## src/rtl/rce_pkg.sv

```systemverilog
package rce_pkg;

   localparam int FTR_BYTES  = 4;
   localparam int CNT_FLD_W  = 5;
   localparam int SWO_W      = 4;
   localparam int EBO_W      = 6;

   typedef struct packed {
      logic                 exst;
      logic                 sync;
      logic [CNT_FLD_W-1:0] rca;
      logic                 dv;
      logic                 sv;
      logic [SWO_W-1:0]     swo;
      logic                 ev;
      logic [EBO_W-1:0]     ebo;
      logic [CNT_FLD_W-1:0] txc;
   } footer_t;

   function automatic logic [31:0] pack_footer(footer_t f);
      logic [31:0] w;
      w = {f.exst, 1'b0, f.sync, f.rca, 2'b00, f.dv, f.sv, f.swo,
           1'b0, f.ev, f.ebo, 2'b00, f.txc, 1'b0};
      w[0] = ~^w[31:1];
      return w;
   endfunction

endpackage

```

## src/rtl/rce_payload.sv

```systemverilog
module rce_payload #(
   parameter int PAYLOAD_BYTES = 64,
   localparam int PI_W = $clog2(PAYLOAD_BYTES)
) (
   input  logic                      clk,
   input  logic                      rst_n,
   input  logic                      step,
   input  logic                      last,
   input  logic [PI_W-1:0]           pidx,
   input  logic                      cfg_sync,
   input  logic                      zero_align,
   input  logic                      rxf_valid,
   input  logic [7:0]                rxf_data,
   input  logic                      rxf_sof,
   input  logic                      rxf_eof,
   output logic                      pop,
   output logic [7:0]                pl_byte,
   output logic                      dv_n,
   output logic                      sv_n,
   output logic [rce_pkg::SWO_W-1:0] swo_n,
   output logic                      ev_n,
   output logic [rce_pkg::EBO_W-1:0] ebo_n
);
   import rce_pkg::*;

   logic             in_frame_q, in_frame_n;
   logic             dv_q, sv_q, ev_q;
   logic [SWO_W-1:0] swo_q;
   logic [EBO_W-1:0] ebo_q;
   logic             start_ok;

   assign start_ok = (pidx[1:0] == 2'b00) && !sv_q &&
                     (!zero_align || pidx == '0) && !(rxf_eof && ev_q);

   always_comb begin
      in_frame_n = in_frame_q;
      dv_n  = dv_q;
      sv_n  = sv_q;
      swo_n = swo_q;
      ev_n  = ev_q;
      ebo_n = ebo_q;
      pop     = 1'b0;
      pl_byte = 8'h00;
      if (step && cfg_sync) begin
         if (in_frame_q) begin
            if (rxf_valid && !(rxf_eof && ev_q)) begin
               pop     = 1'b1;
               pl_byte = rxf_data;
               dv_n    = 1'b1;
               if (rxf_eof) begin
                  in_frame_n = 1'b0;
                  ev_n       = 1'b1;
                  ebo_n      = EBO_W'(pidx);
               end
            end
         end else if (rxf_valid && rxf_sof && start_ok) begin
            pop        = 1'b1;
            pl_byte    = rxf_data;
            dv_n       = 1'b1;
            sv_n       = 1'b1;
            swo_n      = SWO_W'(pidx >> 2);
            in_frame_n = !rxf_eof;
            if (rxf_eof) begin
               ev_n  = 1'b1;
               ebo_n = EBO_W'(pidx);
            end
         end
      end
   end

   always_ff @(posedge clk or negedge rst_n) begin
      if (!rst_n) begin
         in_frame_q <= 1'b0;
         dv_q  <= 1'b0;
         sv_q  <= 1'b0;
         swo_q <= '0;
         ev_q  <= 1'b0;
         ebo_q <= '0;
      end else if (step) begin
         in_frame_q <= in_frame_n;
         if (last) begin
            dv_q  <= 1'b0;
            sv_q  <= 1'b0;
            swo_q <= '0;
            ev_q  <= 1'b0;
            ebo_q <= '0;
         end else begin
            dv_q  <= dv_n;
            sv_q  <= sv_n;
            swo_q <= swo_n;
            ev_q  <= ev_n;
            ebo_q <= ebo_n;
         end
      end
   end

   AST_NO_POP_UNSYNCED: assert property (@(posedge clk) disable iff (!rst_n)
      !cfg_sync |-> !pop);
   AST_POP_NEEDS_VALID: assert property (@(posedge clk) disable iff (!rst_n)
      pop |-> rxf_valid);
   AST_ZA_START_AT_ZERO: assert property (@(posedge clk) disable iff (!rst_n)
      (step && zero_align && !sv_q && sv_n) |-> pidx == '0);
   AST_ALIGNED_START: assert property (@(posedge clk) disable iff (!rst_n)
      (step && !sv_q && sv_n) |-> pidx[1:0] == 2'b00);
   AST_EMPTY_NO_MARKS: assert property (@(posedge clk) disable iff (!rst_n)
      (last && !dv_n) |-> (!sv_n && !ev_n));

endmodule

```

## src/rtl/rce_footer.sv

```systemverilog
module rce_footer #(
   parameter int CNT_W = 8
) (
   input  logic                      clk,
   input  logic                      rst_n,
   input  logic                      latch,
   input  logic                      cfg_sync,
   input  logic                      exst_in,
   input  logic [CNT_W-1:0]          rx_chunks_in,
   input  logic [CNT_W-1:0]          tx_credits_in,
   input  logic                      dv,
   input  logic                      sv,
   input  logic [rce_pkg::SWO_W-1:0] swo,
   input  logic                      ev,
   input  logic [rce_pkg::EBO_W-1:0] ebo,
   output logic [31:0]               word
);
   import rce_pkg::*;

   localparam logic [CNT_FLD_W-1:0] FLD_MAX = '1;

   logic [CNT_FLD_W-1:0] rca_s, txc_s;
   footer_t              f_q;

   generate
      if (CNT_W > CNT_FLD_W) begin : g_sat
         assign rca_s = (rx_chunks_in  > CNT_W'(FLD_MAX)) ? FLD_MAX : rx_chunks_in[CNT_FLD_W-1:0];
         assign txc_s = (tx_credits_in > CNT_W'(FLD_MAX)) ? FLD_MAX : tx_credits_in[CNT_FLD_W-1:0];
      end else begin : g_pass
         assign rca_s = rx_chunks_in;
         assign txc_s = tx_credits_in;
      end
   endgenerate

   always_ff @(posedge clk or negedge rst_n) begin
      if (!rst_n) begin
         f_q <= '0;
      end else if (latch) begin
         f_q <= '{exst: exst_in, sync: cfg_sync, rca: rca_s, dv: dv, sv: sv,
                  swo: swo, ev: ev, ebo: ebo, txc: txc_s};
      end
   end

   assign word = pack_footer(f_q);

   AST_PARITY_ODD: assert property (@(posedge clk) disable iff (!rst_n)
      ($countones(word) % 2) == 1);
   AST_RCA_CAPPED: assert property (@(posedge clk) disable iff (!rst_n)
      (latch && rx_chunks_in > CNT_W'(FLD_MAX)) |=> word[28:24] == FLD_MAX);
   AST_TXC_CAPPED: assert property (@(posedge clk) disable iff (!rst_n)
      (latch && tx_credits_in > CNT_W'(FLD_MAX)) |=> word[5:1] == FLD_MAX);
   AST_SYNC_MIRROR: assert property (@(posedge clk) disable iff (!rst_n)
      latch |=> word[29] == $past(cfg_sync));

endmodule

```

## src/rtl/rce_irq.sv

```systemverilog
module rce_irq #(
   parameter int CNT_W = 8
) (
   input  logic             clk,
   input  logic             rst_n,
   input  logic             latch,
   input  logic [CNT_W-1:0] rx_chunks_in,
   input  logic [CNT_W-1:0] tx_credits_in,
   input  logic             exst_in,
   input  logic             spi_hdr_seen,
   output logic             irq_n
);
   localparam int NSRC = 3;

   logic [NSRC-1:0] none_q, avail, cond, cond_q;
   logic            irq_q;

   assign avail = {rx_chunks_in != '0, tx_credits_in != '0, exst_in};
   assign cond  = none_q & avail;

   always_ff @(posedge clk or negedge rst_n) begin
      if (!rst_n) begin
         none_q <= '1;
         cond_q <= '0;
         irq_q  <= 1'b0;
      end else begin
         if (latch) none_q <= ~avail;
         cond_q <= cond;
         if (spi_hdr_seen)               irq_q <= 1'b0;
         else if (|(cond & ~cond_q))     irq_q <= 1'b1;
      end
   end

   assign irq_n = ~irq_q;

   AST_HDR_CLEARS_IRQ: assert property (@(posedge clk) disable iff (!rst_n)
      spi_hdr_seen |=> irq_n);
   AST_IRQ_NOT_ON_HDR: assert property (@(posedge clk) disable iff (!rst_n)
      $fell(irq_n) |-> $past(!spi_hdr_seen));

endmodule

```

## src/rtl/rce_engine.sv

```systemverilog
module rce_engine #(
   parameter int PAYLOAD_BYTES = 64,
   parameter int CNT_W         = 8
) (
   input  logic             clk,
   input  logic             rst_n,
   input  logic             cfg_sync,
   input  logic             zero_align,
   input  logic             exst_in,
   input  logic [CNT_W-1:0] rx_chunks_in,
   input  logic [CNT_W-1:0] tx_credits_in,
   input  logic             rxf_valid,
   input  logic [7:0]       rxf_data,
   input  logic             rxf_sof,
   input  logic             rxf_eof,
   output logic             rxf_pop,
   input  logic             spi_byte_req,
   input  logic             spi_hdr_seen,
   output logic [7:0]       spi_byte_out,
   output logic             irq_n
);
   import rce_pkg::*;

   localparam int CHUNK_LEN = PAYLOAD_BYTES + FTR_BYTES;
   localparam int IDX_W     = $clog2(CHUNK_LEN);
   localparam int PI_W      = $clog2(PAYLOAD_BYTES);

   generate
      if (PAYLOAD_BYTES < 8 || PAYLOAD_BYTES > 64 ||
          (PAYLOAD_BYTES & (PAYLOAD_BYTES - 1)) != 0) begin : g_bad_payload
         $error("PAYLOAD_BYTES must be a power of two from 8 to 64");
      end
      if (CNT_W < CNT_FLD_W) begin : g_bad_cnt
         $error("CNT_W must be at least the footer count width");
      end
   endgenerate

   logic [IDX_W-1:0] idx_q;
   logic             in_payload, last;
   logic [1:0]       fsel;
   logic [7:0]       pl_byte, ftr_byte;
   logic [31:0]      word;
   logic             dv_n, sv_n, ev_n;
   logic [SWO_W-1:0] swo_n;
   logic [EBO_W-1:0] ebo_n;

   assign in_payload = idx_q < IDX_W'(PAYLOAD_BYTES);
   assign last       = spi_byte_req && (idx_q == IDX_W'(PAYLOAD_BYTES - 1));
   assign fsel       = 2'(idx_q - IDX_W'(PAYLOAD_BYTES));

   always_comb begin
      case (fsel)
         2'd0:    ftr_byte = word[31:24];
         2'd1:    ftr_byte = word[23:16];
         2'd2:    ftr_byte = word[15:8];
         default: ftr_byte = word[7:0];
      endcase
   end

   always_ff @(posedge clk or negedge rst_n) begin
      if (!rst_n) begin
         idx_q        <= '0;
         spi_byte_out <= 8'h00;
      end else if (spi_byte_req) begin
         idx_q        <= (idx_q == IDX_W'(CHUNK_LEN - 1)) ? '0 : idx_q + 1'b1;
         spi_byte_out <= in_payload ? pl_byte : ftr_byte;
      end
   end

   rce_payload #(.PAYLOAD_BYTES(PAYLOAD_BYTES)) u_payload (
      .clk        (clk),
      .rst_n      (rst_n),
      .step       (spi_byte_req && in_payload),
      .last       (last),
      .pidx       (idx_q[PI_W-1:0]),
      .cfg_sync   (cfg_sync),
      .zero_align (zero_align),
      .rxf_valid  (rxf_valid),
      .rxf_data   (rxf_data),
      .rxf_sof    (rxf_sof),
      .rxf_eof    (rxf_eof),
      .pop        (rxf_pop),
      .pl_byte    (pl_byte),
      .dv_n       (dv_n),
      .sv_n       (sv_n),
      .swo_n      (swo_n),
      .ev_n       (ev_n),
      .ebo_n      (ebo_n)
   );

   rce_footer #(.CNT_W(CNT_W)) u_footer (
      .clk           (clk),
      .rst_n         (rst_n),
      .latch         (last),
      .cfg_sync      (cfg_sync),
      .exst_in       (exst_in),
      .rx_chunks_in  (rx_chunks_in),
      .tx_credits_in (tx_credits_in),
      .dv            (dv_n),
      .sv            (sv_n),
      .swo           (swo_n),
      .ev            (ev_n),
      .ebo           (ebo_n),
      .word          (word)
   );

   rce_irq #(.CNT_W(CNT_W)) u_irq (
      .clk           (clk),
      .rst_n         (rst_n),
      .latch         (last),
      .rx_chunks_in  (rx_chunks_in),
      .tx_credits_in (tx_credits_in),
      .exst_in       (exst_in),
      .spi_hdr_seen  (spi_hdr_seen),
      .irq_n         (irq_n)
   );

   AST_IDX_HOLDS: assert property (@(posedge clk) disable iff (!rst_n)
      !spi_byte_req |=> $stable(idx_q));
   AST_IDX_IN_RANGE: assert property (@(posedge clk) disable iff (!rst_n)
      idx_q < IDX_W'(CHUNK_LEN));

endmodule

```

## config.mk

```make
export PLATFORM = sky130hd
export DESIGN_NAME = rce_engine
export DESIGN_NICKNAME = d
export VERILOG_FILES = /design/src/rtl/rce_pkg.sv /design/src/rtl/rce_payload.sv /design/src/rtl/rce_footer.sv /design/src/rtl/rce_irq.sv /design/src/rtl/rce_engine.sv
export SDC_FILE = /design/constraint.sdc
export NUM_CORES = 1
export LEC_CHECK = 0
export ABC_CLOCK_PERIOD_IN_PS = 2800
export BUFFER_PORTS_ARGS = -buffer_cell sky130_fd_sc_hd__clkbuf_2
export CAP_MARGIN = 25
export CORE_MARGIN = 4
export CORE_UTILIZATION = 45
export DETAILED_ROUTE_END_ITERATION = 10
export GPL_TIMING_DRIVEN = 1
export PLACE_DENSITY = 0.72
export SETUP_SLACK_MARGIN = 0.05
export SLEW_MARGIN = 20
export SYNTH_ARGS = -nofsm -noshare
export SYNTH_HDL_FRONTEND = slang
export SYNTH_SLANG_ARGS = --single-unit
```

## constraint.sdc

```tcl
create_clock -name clk -period 2.8 [get_ports clk]
set_input_delay 0.28 -clock clk [delete_from_list [all_inputs] [get_ports clk]]
set_output_delay 0.28 -clock clk [all_outputs]
set_load 0.02 [all_outputs]
```

==> results.txt, run 1 <==
The number of top-level design ports is 44. In the post-synthesis netlist, the biggest area contributors are sky130_fd_sc_hd__dfrtp_1, sky130_fd_sc_hd__nor2_1, sky130_fd_sc_hd__xnor2_1. The utilization after layout came out at 0.544. The mean post-synth cell area is 9.93 um2. The register-to-register path setup slack is roughly 0.43 ns.

The number of enable flip-flop cells after synthesis came out at 0. The later-pin clock latency in the skew report is 0.34 ns. The path type of the worst setup path is reg -> reg. The highest routed metal layer is met4. The path class of the lowest-slack min-delay path is in -> reg. By instance count, the cell type seen most on the critical path is sky130_fd_sc_hd__nor3_1. For this run, design rule violations remaining after detail routing come to 0. The area of the mapped netlist came out at 3030 um2. The floorplan step set the die width to 90.0 um. After clock tree synthesis, the clock-pin slew on the worst setup and hold paths is 0.07 ns.

Detailed placement finished with a half-perimeter wire length of between 5000 and 6000 um. The reported net switching power came out at roughly 660 uW. The cell sitting at the root of the clock tree is a sky130_fd_sc_hd__clkbuf_8.

The ratio of routed vias to standard cells came out at 5.55. The floorplan step defined a core boundary enclosing 6460 um2. The number of buffers created by CTS came out at 9. The count of TritonRoute iterations in the first routing pass is 4. The arrival time at the worst endpoint came out at 2.60 ns. The initial antenna violation count is 0. The vias after detailed routing is 2408.

The biggest cell delay along the critical path is 0.48 ns. The wire length the detailed router placed on met1 is 3160 um. Setup repair after global routing left no endpoint under its margin. Of the cells placed in the final design, the portion with a size suffix greater than 1 is 0.216.

Among cell families on the critical path, the largest total delay comes from simple AND/OR/NAND/NOR gates. The average detailed-routed wire length per instance is 15.7 um. The routed length on met3 is 381 um. The CTS H-tree depth is 3. The worst hold path terminates at u_irq.irq_q$_DFFE_PN0P_. The aggregate global routing overflow is 0. The first-pass GRT wire length is 11600 um.

The gate count after technology mapping is between 300 and 400. The count of buffers added on input and output ports is 43. The area growth from synthesis to layout came out at 16.1%. Of the total power, registers draw 0.483. In the synthesized netlist, the cells that appear most often are sky130_fd_sc_hd__dfrtp_1, sky130_fd_sc_hd__nor2_1, sky130_fd_sc_hd__nand2_1, sky130_fd_sc_hd__xnor2_1, sky130_fd_sc_hd__o21ai_0.

The routed wire length on met2 came out at approximately 3100 um. The count of inserted antenna diode cells is 0. The final total power came out at 2200 uW. Along the worst hold path, the cell count comes to 2. The number of instances resized during post-cts repair came out at 0.

The smallest clock period supported by the final layout is computed as 2.37 ns. For this block, the routed nets add up to between 6000 and 7000 um of wire. The effective utilization at floorplan came out at 0.469.

The cell accounting for the most synthesized area is sky130_fd_sc_hd__dfrtp_1. The quantity of hold-fixing buffers added after cts came out at 0. The sequential cell area fraction in the yosys report is 0.505.

The layout filler cell count came out at 602. The total area of multi-input combinational cells is ~1400 um2. In the synthesized netlist the async set-or-reset flop fraction comes to 1.00. The count of state elements after synthesis is 61.

The pin count of the biggest net entering global routing came out at between 60 and 70. The relative contribution of combinational cells to total power is 0.179. After the last flow step, the layout net total stands at 390. The number of cells on the worst reg-to-reg path is 7. The static leakage power came out at 0.00163 uW. The clock network fraction of design power is 0.338. In this run the deepest clock path goes through 2 buffers. The share of synthesized area in the top cell type comes to 0.479. The critical path buffer and inverter count is 1. The maximum vdd ir drop is 0.333 mV. The primary flip-flop cell chosen by synthesis mapping is sky130_fd_sc_hd__dfrtp_1. The flip-flop and latch area is between 1500 and 2000 um2. CTS saw 61 sinks.

The power density relative to cell area came out at roughly 630 nW/um2. The global routing usage summed across all routing layers came out at 0.179. Based on the critical path, the design can be clocked at up to 0.422 GHz.

Data on the critical path is required at its endpoint by 3.03 ns. The startpoint identified for the worst hold timing path is spi_hdr_seen. Along the worst path, the maximum fanout reaches 15.

The die covers 8110 um2. The number of max-cap violations came out at 0. The slowest stage of the critical path is the sky130_fd_sc_hd__ha_1 cell. The die is 90.0 um tall. The number of max-slew violations in the final report is 0. The switching power share of the total is 0.301. During synthesis, Yosys emitted a total of 0 warnings. The final setup violation count is 0.

The internal cell power is 1540 uW. The distinct cell type count of the synthesized netlist is 46. In this run the critical register-to-register path is launched from idx_q[0]$_DFFE_PN0P_. STA classifies the critical path endpoint as a register. The total negative slack is 0 ns. STA classifies the critical path startpoint as a register. The clock skew after layout came out at 0.00749 ns. The slew of the pin with the lowest slew margin came out at 0.754 ns. The CTS tree is done. The run finished with clean final reports. The signal on the critical path passes through ha_1, nand2_1, nor3_1, nand2b_1, buf_4, nor3_1, nor2_1. The number of DRC markers in iteration 0 came out at 150. The tightest slew margin relative to the limit came out at 0.498. The total nets after synthesis is around 340. The via count of the first global-routing pass was between 2000 and 2500. The number of routed nets with antenna violations came out at 0.

The routability-driven placement congestion ratio came out at 0.961. The library cell with the highest instance count after synthesis is sky130_fd_sc_hd__dfrtp_1. The final critical-path share of the clock period came out at 0.845. The count of endpoints failing hold in the final timing report came out at 0. The number of cell rows is 29.

Post-CTS timing repair inserted 0 buffers for setup. In this run the critical register-to-register path is captured at u_footer.word[12]$_DFFE_PN0P_.
[layout by cell type (no fill, tap or decap), types with 4 or more instances in the layout]
master,synthesis,routed
sky130_fd_sc_hd__ha_1,4,4
sky130_fd_sc_hd__a21oi_1,15,15
sky130_fd_sc_hd__nand3_1,5,5
sky130_fd_sc_hd__nand2_1,38,38
sky130_fd_sc_hd__buf_4,0,7
sky130_fd_sc_hd__nor3_1,5,5
sky130_fd_sc_hd__a222oi_1,5,5
sky130_fd_sc_hd__a221oi_1,6,6
sky130_fd_sc_hd__xnor2_1,20,20
sky130_fd_sc_hd__nor2_1,49,49
sky130_fd_sc_hd__inv_1,7,7
sky130_fd_sc_hd__a22o_1,10,10
sky130_fd_sc_hd__clkbuf_2,0,43
sky130_fd_sc_hd__o21ai_0,17,17
sky130_fd_sc_hd__dfrtp_1,58,58
sky130_fd_sc_hd__o21ai_1,7,7
sky130_fd_sc_hd__clkbuf_8,0,13
[cells by family (layout without fill, tap and decap cells)]
group,Yosys count,after routing,share of synthesized area
AOI/OAI and AO/OA,73,73,0.171
DFF,61,61,0.505
adders and majority gates,4,4,0.0165
and+or+nand+nor,119,119,0.185
xor gates and xnor gates,25,25,0.0814
muxes,2,2,0.00661
buffers and inverters,21,73,0.0343
[worst max-delay path by stage]
stage                          from                             to  slack, ns  depth (start not counted)
2_1_floorplan  idx_q[0]$_DFFE_PN0P_    spi_byte_out[0]$_DFFE_PN0P_       0.82                          9
3_3_place_gp   idx_q[0]$_DFFE_PN0P_  u_footer.word[12]$_DFFE_PN0P_       0.50                          7
3_5_place_dp   idx_q[0]$_DFFE_PN0P_  u_footer.word[12]$_DFFE_PN0P_       0.49                          7
4_1_cts        idx_q[2]$_DFFE_PN0P_                        rxf_pop       0.47                          4
5_1_grt        idx_q[0]$_DFFE_PN0P_  u_footer.word[12]$_DFFE_PN0P_       0.29                          7
6_report       idx_q[0]$_DFFE_PN0P_  u_footer.word[12]$_DFFE_PN0P_       0.43                          7
[routing by layer]
layer,vias to the layer above,GRT usage
li1,1167,-
met3,13,0.0518
met1,1155,0.240
met2,73,0.273
met5,-,0
met4,0,0.0727
[flip-flops by register name, indices dropped and copies added, names as in the netlist]
| name | cells |
|---|---|
| u_footer.word | 25 |
| spi_byte_out | 8 |
| idx_q | 7 |
| u_payload.ebo_q | 6 |
| u_payload.swo_q | 4 |
| u_irq.cond_q | 3 |
| u_irq.none_q | 3 |
| u_irq.irq_q | 1 |
| u_payload.dv_q | 1 |
| u_payload.ev_q | 1 |
| u_payload.in_frame_q | 1 |
| u_payload.sv_q | 1 |
[final cells by class]
class | instances | area share
Clock buffer | 15 | 0.0530
Clock inverter | 1 | 0.00142
Inverter | 7 | 0.00748
Multi-Input combinational cell | 223 | 0.399
Sequential cell | 61 | 0.435
Tap cell | 77 | 0.0274
Timing Repair Buffer | 50 | 0.0762
[through the flow]
stage               cell area, um2  hold slack (ns)  instances  worst slack (ns)
floorplan                     3030          -0.0156        305             0.820
global placement              3320            0.436        418             0.495
detailed placement            3320            0.437        418             0.490
CTS                           3510           0.0645        434             0.470
global route                  3510           0.0843        434             0.286
finish                        3510           0.0792        434             0.433
[power by group through the flow]
stage               clock network [uW]  logic [uW]  registers [uW]
detailed placement                   0         397            1080
global route                       805         440            1070
CTS                                764         398            1060
finish                             742         394            1060
floorplan                            0         318            1030
global placement                     0         391            1070
Power figures use the tool's default switching activity.
==> run 2: changes to the inputs <==
- ABC_AREA: not set -> 1
- ABC_CLOCK_PERIOD_IN_PS: 2800 -> 2100
- PLACE_DENSITY: 0.72 -> 0.74
- clock period: 2.8 -> 2.1 ns (I/O delays scaled with it)
==> results.txt, run 2 <==
The switching power share of the total came out at 0.399 (+0.0977). The cell count after placement is 564 (+35%). The number of routed nets with antenna violations came to 0 (unchanged).

The number of enable flip-flop cells after synthesis is 0 (unchanged). The final-stage net count came out at 523 (+34%). The power density relative to cell area was 1270 nW/um2 (+100%). The flip-flop count of the largest register after layout is 25 (unchanged). The critical path's top delay family is flip-flops. The count of endpoints failing hold in the final timing report came out at 0 (unchanged).

The biggest cell delay along the critical path is 0.41 ns (-0.07 ns). The post-route DRC violation count is 0 (unchanged). The relative contribution of combinational cells to total power was 0.392 (+0.213). The clock skew after layout is 0.00563 ns (-0.00186 ns).

The count of TritonRoute iterations in the first routing pass is 4 (unchanged). The critical path buffer and inverter count is 3 (+2). The most numerous cell type found on the critical path is sky130_fd_sc_hd__buf_4.

The initial antenna violation count was 0 (unchanged). The total length of routed wires came out at 7360 um (+7.8%). The aggregate global routing overflow is 0 (unchanged). The flow ran to the end, and the final reports show no timing, DRC or antenna violations. The post-CTS clock slew at the launch and capture registers of the worst setup and hold paths is 0.07 ns (about the same). The final instance count without filler cells is 586 (+35%). The setup slack of the critical path after layout came out at 0.135 ns (-0.298 ns). The number of buffers created by CTS came out at 9 (unchanged). The final hold slack was 0.0857 ns (+0.00654 ns).

Yosys attributes the largest share of cell area to sky130_fd_sc_hd__dfrtp_1, sky130_fd_sc_hd__nand2_1, sky130_fd_sc_hd__inv_1. The reported net switching power came out at 1960 uW (+200%). The CTS sink count is 61 (unchanged). The area of the mapped netlist came out at 3270 um2 (+8.0%). The vias after detailed routing came out at 2905 (+21%). Clock tree synthesis selected as its root buffer the cell sky130_fd_sc_hd__clkbuf_8.

The maximum vdd ir drop came to 0.402 mV (+20%). Leaving out fill and tap cells, the most frequent cells in the layout are sky130_fd_sc_hd__nand2_1, sky130_fd_sc_hd__dfrtp_1, sky130_fd_sc_hd__inv_1. By count the netlist is led by sky130_fd_sc_hd__nand2_1, sky130_fd_sc_hd__dfrtp_1, sky130_fd_sc_hd__inv_1, sky130_fd_sc_hd__nor2_1, sky130_fd_sc_hd__o21ai_0. The critical path's slowest cell is sky130_fd_sc_hd__dfrtp_1. The count of state elements after synthesis is 61 (unchanged). The first-pass GRT wire length came out at 12800 um (+9.9%). TritonCTS built the clock tree. The internal cell power was 2960 uW (+93%). STA classifies the critical path endpoint as an output port. The via count of the first global-routing pass is 2844 (+19%). The number of DRC markers in iteration 0 is 161 (+7.3%). The port buffer count came out at 43 (unchanged). The clock network fraction of design power came to 0.239 (-0.099). The worst slack at placement is 0.177 ns (-0.313 ns). The critical path data required time is 1.89 ns (-1.14 ns). The ratio of routed vias to standard cells was 4.96 (-11%). The worst hold path belongs to the class in -> reg. The total nets after synthesis is 469 (+37%). The sum of net half-perimeters after detailed placement is 5400 um (+6.5%). The final setup violation count is 0 (unchanged). Dividing the final minimum period by the clock period gives 0.936. The count of inserted antenna diode cells is 0 (unchanged).

The slew of the pin with the lowest slew margin is 0.376 ns (-0.378 ns). The distinct cell type count of the synthesized netlist came to 35 (-24%). The number of top-level design ports was 44 (unchanged). The mean post-synth cell area is 7.59 um2 (-24%). The highest achievable clock rate came out at 0.509 GHz.

From synthesis to final layout, the design area changed by 18.2%. The number of max-slew violations in the final report came out at 0 (unchanged). The area of the die is 8700 um2 (+7.3%). The global routing usage summed across all routing layers is 0.188 (+0.00875). Among all cell types in the netlist, the one instantiated most often is sky130_fd_sc_hd__nand2_1. The library cell used most frequently in the layout, excluding fill and tap cells, is sky130_fd_sc_hd__nand2_1. The worst setup path is of the reg -> out kind.

Walking the worst path, the cells encountered are inv_2, ha_2, nand3_1, nor2_1, nand2_1, a21oi_2, buf_4, buf_4. Setup repair after global routing could not meet its margin everywhere. The area of the core came out at 6940 um2 (+7.5%). The width of the die is 93.3 um (+3.6%). The static leakage power is 0.00201 uW (+24%). The CTS H-tree depth came out at 3 (unchanged).

The floorplan die height was 93.3 um (+3.6%). The arrival time at the worst endpoint came out at 1.75 ns (-0.85 ns). The sequential cell area fraction in the yosys report is 0.468 (-0.0375).

The effective utilization at floorplan is 0.471 (+0.00218). The pin count of the biggest net entering global routing came out at 62 (unchanged). The post-synthesis async set-or-reset flop share came out at 1.00 (unchanged).

The routability-driven placement congestion ratio came out at 0.846 (-12%). The sequential share of power is 0.369 (-0.114). The worst setup path is launched from a register. The average detailed-routed wire length per instance is 12.6 um (-20%).

The biggest area contributor in the post-synthesis netlist is sky130_fd_sc_hd__dfrtp_1. The gate count after technology mapping came out at 431 (+41%). The number of warning messages in the yosys log came out at 0 (unchanged).

The number of cell rows came to 30 (+3.4%). The ratio of cells with drive above 1 in the final layout is 0.200 (-0.0157). The tightest slew margin relative to the limit is 0.747 (+0.250). The later-pin clock latency in the skew report is 0.34 ns (about the same). The number of max-cap violations is 0 (unchanged). The final period demand of the worst path came out at 1.96 ns. The primary flip-flop cell chosen by synthesis mapping is sky130_fd_sc_hd__dfrtp_1. The top-area cell type share of the netlist area came out at 0.444 (-0.0356). The largest fanout on the critical path is 5 (-10). The worst-case clock buffer depth is 2 (unchanged).
## run 2: cell type report
| class | instances | area [um2] |
|---|---|---|
| clock buffer | 12 | 155 |
| clock inverter | 4 | 70.1 |
| fill | 637 | 3080 |
| inverter | 57 | 216 |
| multi-input combinational | 299 | 1430 |
| sequential | 61 | 1530 |
| tap | 96 | 120 |
| timing repair buffer | 57 | 342 |
## run 2: power groups by stage
stage / combinational [uW] / sequential (uW) / clock [uW]
after CTS: 1910 / 1810 / 1200
after detailed placement: 1890 / 1830 / 0
after floorplan: 1470 / 1770 / 0
after global placement: 1830 / 1810 / 0
final: 1930 / 1820 / 1180
after global routing: 2240 / 1870 / 1250
## run 2: cell families after synthesis
| family | count (synthesis) | synth area share |
|---|---|---|
| simple gates | 212 | 0.273 |
| compound gates | 74 | 0.124 |
| buf+inv | 71 | 0.0960 |
| flops | 61 | 0.468 |
| xor+xnor | 9 | 0.0241 |
| fa+ha+maj | 4 | 0.0153 |
## run 2: final timing paths
path | end | from | cells past startpoint | slack [ns]
setup / recovery | rxf_pop | idx_q[1]$_DFFE_PN0P_ | 8 | 0.14
hold / removal | spi_byte_out[5]$_DFFE_PN0P_ | rxf_data[5] | 3 | 0.09
setup reg to reg | u_footer.word[17]$_DFFE_PN0P_ | idx_q[1]$_DFFE_PN0P_ | 10 | 0.20
hold reg to reg | u_irq.none_q[1]$_DFFE_PN1P_ | u_irq.none_q[1]$_DFFE_PN1P_ | 2 | 0.48
max in group asynchronous | u_irq.none_q[1]$_DFFE_PN1P_ | rst_n | 3 | 1.38
min in group asynchronous | u_footer.word[4]$_DFFE_PN0P_ | rst_n | 3 | 0.41
## run 2: metrics by stage
step / setup TNS [ns] / instance area [um2] / utilization / total power (uW)
after detailed placement: 0 / 3580 / 0.515 / 3710
final: 0 / 3870 / 0.557 / 4930
after CTS: 0 / 3820 / 0.551 / 4920
after global routing: -0.000898 / 3870 / 0.557 / 5350
after global placement: 0 / 3580 / 0.515 / 3640
after floorplan: 0 / 3270 / - / 3240
## run 2: worst reg2reg max path, cell delays in order (launching register included)
cell                      delay (ns)
sky130_fd_sc_hd__dfrtp_1        0.41
sky130_fd_sc_hd__inv_2          0.10
sky130_fd_sc_hd__ha_2           0.19
sky130_fd_sc_hd__nand3_1        0.07
sky130_fd_sc_hd__nor2_1         0.08
sky130_fd_sc_hd__nand2_1        0.10
sky130_fd_sc_hd__or3_1          0.49
sky130_fd_sc_hd__nand2_1        0.13
sky130_fd_sc_hd__o21ai_2        0.07
sky130_fd_sc_hd__nand2_1        0.07
sky130_fd_sc_hd__o21ai_0        0.07
## run 2: layer usage
metal,global-route usage,routed length (um)
met5,0,0
met4,0.0855,155
met3,0.0410,410
met2,0.314,3630
met1,0.230,3160
## run 2: repair_timing
action	4_1_cts	5_1_grt
pin swaps	0	2
endpoints found under the hold margin	58	0
setup buffers	1	4
resized for setup	1	8
endpoints found under the setup margin	1	15
hold buffers	1	0
